**config.mk**
```make
export PLATFORM = sky130hd
export DESIGN_NAME = ring_scan_seq
export DESIGN_NICKNAME = d
export VERILOG_FILES = /design/src/rtl/ring_scan_seq.sv
export SDC_FILE = /design/constraint.sdc
export NUM_CORES = 1
export LEC_CHECK = 0
export ABC_CLOCK_PERIOD_IN_PS = 2050
export BUFFER_PORTS_ARGS = -buffer_cell sky130_fd_sc_hd__buf_2
export CORE_MARGIN = 4
export CORE_UTILIZATION = 25
export DETAILED_ROUTE_END_ITERATION = 7
export HOLD_SLACK_MARGIN = 0.08
export PLACE_DENSITY = 0.49
export SLEW_MARGIN = 20
export SYNTH_ARGS = -nofsm -noshare
export SYNTH_HDL_FRONTEND = slang
export SYNTH_SLANG_ARGS = --single-unit
```
**constraint.sdc**
```tcl
create_clock -name clk -period 2.05 [get_ports clk]
set_input_delay 0 -clock clk [delete_from_list [all_inputs] [get_ports clk]]
set_output_delay 0 -clock clk [all_outputs]
set_load 0.03 [all_outputs]
```
**src/rtl/ring_scan_seq.sv**
```systemverilog
module ring_scan_seq #(
  parameter int NUM_EMIT = 6,
  parameter int IDLE_W   = 16
) (
  input  logic                clk,
  input  logic                rst_n,
  input  logic                pulse_tick,
  input  logic                slow_tick,
  input  logic [IDLE_W-1:0]   idle_len,
  input  logic                rx_in,
  output logic [NUM_EMIT-1:0] emit,
  output logic                drv_en,
  output logic                buzz
);
  localparam int STEP_WRAP = NUM_EMIT + 1;
  localparam int STEP_W    = $clog2(STEP_WRAP + 1);

  typedef enum logic {ST_SCAN, ST_IDLE} st_t;

  st_t                 state;
  logic [STEP_W-1:0]   step;
  logic [STEP_W-1:0]   step_nx;
  logic [IDLE_W-1:0]   idle_cnt;
  logic [NUM_EMIT-1:0] flip;
  logic                scan_tick;
  logic                wrap;

  assign step_nx   = step + 1'b1;
  assign scan_tick = pulse_tick && (state == ST_SCAN);
  assign wrap      = (step_nx == STEP_W'(STEP_WRAP));

  for (genvar k = 0; k < NUM_EMIT; k++) begin : g_win
    assign flip[k] = (int'(step_nx) > k) && (int'(step_nx) <= k + 2);
  end

  always_ff @(posedge clk or negedge rst_n) begin
    if (!rst_n) begin
      state    <= ST_SCAN;
      step     <= '0;
      idle_cnt <= '0;
      emit     <= '0;
      drv_en   <= 1'b0;
      buzz     <= 1'b0;
    end else if (scan_tick) begin
      if (wrap) begin
        step     <= '0;
        emit     <= '0;
        drv_en   <= 1'b0;
        buzz     <= 1'b0;
        idle_cnt <= idle_len;
        if (idle_len != '0) state <= ST_IDLE;
      end else begin
        step   <= step_nx;
        emit   <= emit ^ flip;
        drv_en <= 1'b1;
        buzz   <= ~rx_in;
      end
    end else if (state == ST_IDLE && slow_tick) begin
      idle_cnt <= idle_cnt - 1'b1;
      if (idle_cnt == IDLE_W'(1)) state <= ST_SCAN;
    end
  end

  AST_ONE_EMITTER: assert property (@(posedge clk) disable iff (!rst_n)
    $onehot0(emit));
  AST_EN_WITH_EMIT: assert property (@(posedge clk) disable iff (!rst_n)
    (|emit) |-> drv_en);
  AST_IDLE_QUIET: assert property (@(posedge clk) disable iff (!rst_n)
    (state == ST_IDLE) |-> (emit == '0 && !drv_en && !buzz));
  AST_IDLE_HOLD: assert property (@(posedge clk) disable iff (!rst_n)
    (state == ST_IDLE && !slow_tick) |=> $stable(idle_cnt));
  AST_WAKE: assert property (@(posedge clk) disable iff (!rst_n)
    (state == ST_IDLE && slow_tick && idle_cnt == IDLE_W'(1)) |=> (state == ST_SCAN));
  AST_LOAD: assert property (@(posedge clk) disable iff (!rst_n)
    (scan_tick && wrap && idle_len != '0) |=> (state == ST_IDLE && idle_cnt == $past(idle_len)));
  AST_SLOW_NO_SCAN: assert property (@(posedge clk) disable iff (!rst_n)
    (state == ST_SCAN && !pulse_tick) |=> ($stable(emit) && $stable(step)));
endmodule

```
==> run_results.csv <==
group,metric,value,unit
run_status,outcome,"finished clean",
timing,hold_viol,0,
power_and_ir_drop,power_density,1328,nW/µm²
timing,finalSetupTns,0,ns
timing,clock_skew,0.002484,ns
run,maxCapViolCount,0,
clock_network,cts_root_buffer,"clkbuf_8",
clock_network,clk_path_buf_depth,2,
final_layout,drive_gt1_share,19.62,%
final_layout,area_delta_synth_final,26.34,%
timing,worst_slack,0.1923,ns
drt,drtIter0Drc,107,
floorplanning,start_util,25.93,%
final_layout,diodes,0,
yosys,synthTopCellsByCount,"28 x dfrtp_1, 23 x nor2_1, 21 x o21ai_0, 15 x nand2_1, 12 x a21oi_1",
yosys,synth_edf_count,0,
timing,maxSlewViolCount,0,
timing,rsz0062_at_grt,"false",
setup_path,cp.required,2.22,ns
floorplanning,die-area,9017,µm²
place,portBuffers,28,
setup_path,crit_chain,"inv_1 > ha_1 > nor3b_1 > o21ai_0 > a21o_1 > a22o_1",
yosys,synth_area_leaders,"dfrtp_1 37%, o21ai_0 5.6%, ha_1 4.6%",
yosys,synthesis.nets,240,
yosys,synth.most_common_cell,"dfrtp_1",
place,hpwl,3792,µm
drt,wire_per_inst,14.11,µm
floorplanning,core,7292,µm²
final_layout,fin_util,32.76,%
yosys,synth_warnings,0,
final_layout,fin_area,2389,µm²
drt,routed_wl,5066,µm
floorplanning,rows,31,
timing,max_freq,0.5383,GHz
clock_network,cts_tree,"yes",
grt,grt_remaining_overflow,0,
drt,first_pass_iters,4,
yosys,synthCells,212,
place,place_congestion,0.8565,
yosys,netlist.area_leader.share,37.06,%
drt,num_vias,1738,
grt,grt_max_degree,32,
yosys,async_reset_ff_share,100.0,%
yosys,netlist_area,1891,µm²
setup_path,crit_type,"reg -> reg",
yosys,synth_fa_ha_area_share,4.633,%
final_layout,fin_nets,290,
yosys,ys.flop_type,"dfrtp_1",
yosys,ys_ff_latch,28,
place,preCtsSetupSlack,0.2015,ns
power_and_ir_drop,power_leakage,0.9525,nW
yosys,synth.area.mux_share,1.059,%
min_path,hold_path_class,"in -> reg",
drt,vias_per_cell,4.841,
yosys,avgSynthCellArea,8.918,µm²
clock_network,clk_pin_slew,0.10,ns
timing,period_share,90.62,%
floorplanning,io_pins,29,
clock_network,cts.sinks,28,
grt,grt_pass1_wl,8590,µm
floorplanning,die_x,94.96,µm
clock_network,post-cts-setup-buffers,0,
timing,finalSetupViolCount,0,
clock_network,clock_latency,0.28,ns
yosys,synth_top_family_by_area,"compound AO/OA/AOI/OAI gates",
yosys,yosysSeqAreaShare,37.06,%
setup_path,cp-start-kind,"flop",
drt,drc,0,
setup_path,worst_path_max_delay_cell,"dfrtp_1",
setup_path,cp.arrival,2.03,ns
yosys,synth_simple_gate_area_share,23.69,%
yosys,synth_compound_area_share,26.54,%
yosys,synth_cell_types,51,
setup_path,critPathMaxStageDelay,0.41,ns
timing,relSlewSlack,53.06,%
timing,period_minus_slack,1.858,ns
grt,grt_pass1_vias,1666,
floorplanning,die_h,94.96,µm
setup_path,crit_fanout,6,
grt,antenna_found_initial,0,
drt,ant_nets,0,
timing,tightest_slew,0.7040,ns
grt,gr-usage-all-layers,12.18,%
power_and_ir_drop,ir_worst_vdd,366.6,µV
place,place_area,2187,µm²
yosys,synth-xor-area-share,1.787,%
clock_network,ctsHtreeMaxLevel,1,
clock_network,cts-buffers-inserted,3,
setup_path,cp-end-kind,"flop",
yosys,synth.largest_area_cell,"dfrtp_1",
-- metrics by stage --
stage,hold slack [ns],total power [mW],cells
floorplan,-0.2956,2.373,212
global placement,0.09370,2.853,340
detailed placement,0.1082,2.868,340
CTS,0.08588,3.212,358
global route,0.1567,3.494,359
finish,0.1493,3.172,359
-- kinds of logic after synthesis --
family	after synthesis
multiplexers	2
AO/OA/AOI/OAI	72
flip-flops	28
adder cells (fa/ha/maj)	7
XOR/XNOR	3
buffers and inverters	17
AND/OR/NAND/NOR	83
-- what timing repair did --
item,4_1_cts,5_1_grt
hold buffers,15,1
gates resized for setup,0,0
endpoints found under the hold margin,42,1
-- sequential cells by signal, indices dropped and copies added (netlist names) --
signal,cells
state,1
idle_cnt,16
buzz,1
drv_en,1
emit,6
step,3
-- worst max-delay path: cells and delay by family (launching register included) --
kind	cells	cell delay, ns
flip-flops	1	0.41
AO/OA/AOI/OAI	3	0.52
buffers and inverters	1	0.09
adder cells (fa/ha/maj)	1	0.38
AND/OR/NAND/NOR	1	0.35
-- layout make-up --
class	instances	area (µm²)
fillers	801	4903
multi-input cells	167	1094
flip-flops and latches	28	700.7
repair buffers	57	410.4
well taps	99	123.9
clock buffers	3	41.29
inverters	5	18.77
-- power breakdown --
part / switching, mW / total, mW / leakage [nW] / internal, mW
Clock: 0.177 / 0.309 / 0.0216 / 0.132
Combinational: 1.02 / 1.77 / 0.610 / 0.755
Sequential: 0.292 / 1.09 / 0.321 / 0.796
-- per-layer routing --
| layer | vias to the layer above | global-route usage, % | share of wire, % |
|---|---|---|---|
| met5 | - | 0 | 0 |
| met4 | 0 | 4.207 | 1.7 |
| met3 | 7 | 1.833 | 5.4 |
| met2 | 46 | 18.03 | 46 |
| met1 | 791 | 17.87 | 47 |
| li1 | 894 | - | - |
-- layout by cell type (no fill, tap or decap), drive strengths merged, types with 4 or more instances in the layout --
cell,synthesis,final
a31oi,6,6
o21ai,23,23
dfrtp,28,28
ha,7,7
nor3,8,8
a21oi,12,12
nand4,5,5
inv,5,5
a22o,5,5
buf,9,41
nand3,5,5
nor2,23,23
nand2b,4,4
nand2,15,15
dlygate4sd3,0,16
nor4,5,5
-- final timing paths --
path	slack (ns)	cells past startpoint	to	startpoint
worst max register to register	0.19	6	emit[3]	step[0]
worst min register to register	0.52	1	buzz	buzz
worst min-delay path	0.15	4	idle_cnt[2]	idle_len[2]
worst max-delay path	0.19	6	emit[3]	step[0]
min in group asynchronous	0.29	2	idle_cnt[1]	rst_n
max in group asynchronous	1.30	2	idle_cnt[12]	rst_n
(Power assumes the default switching activity.)
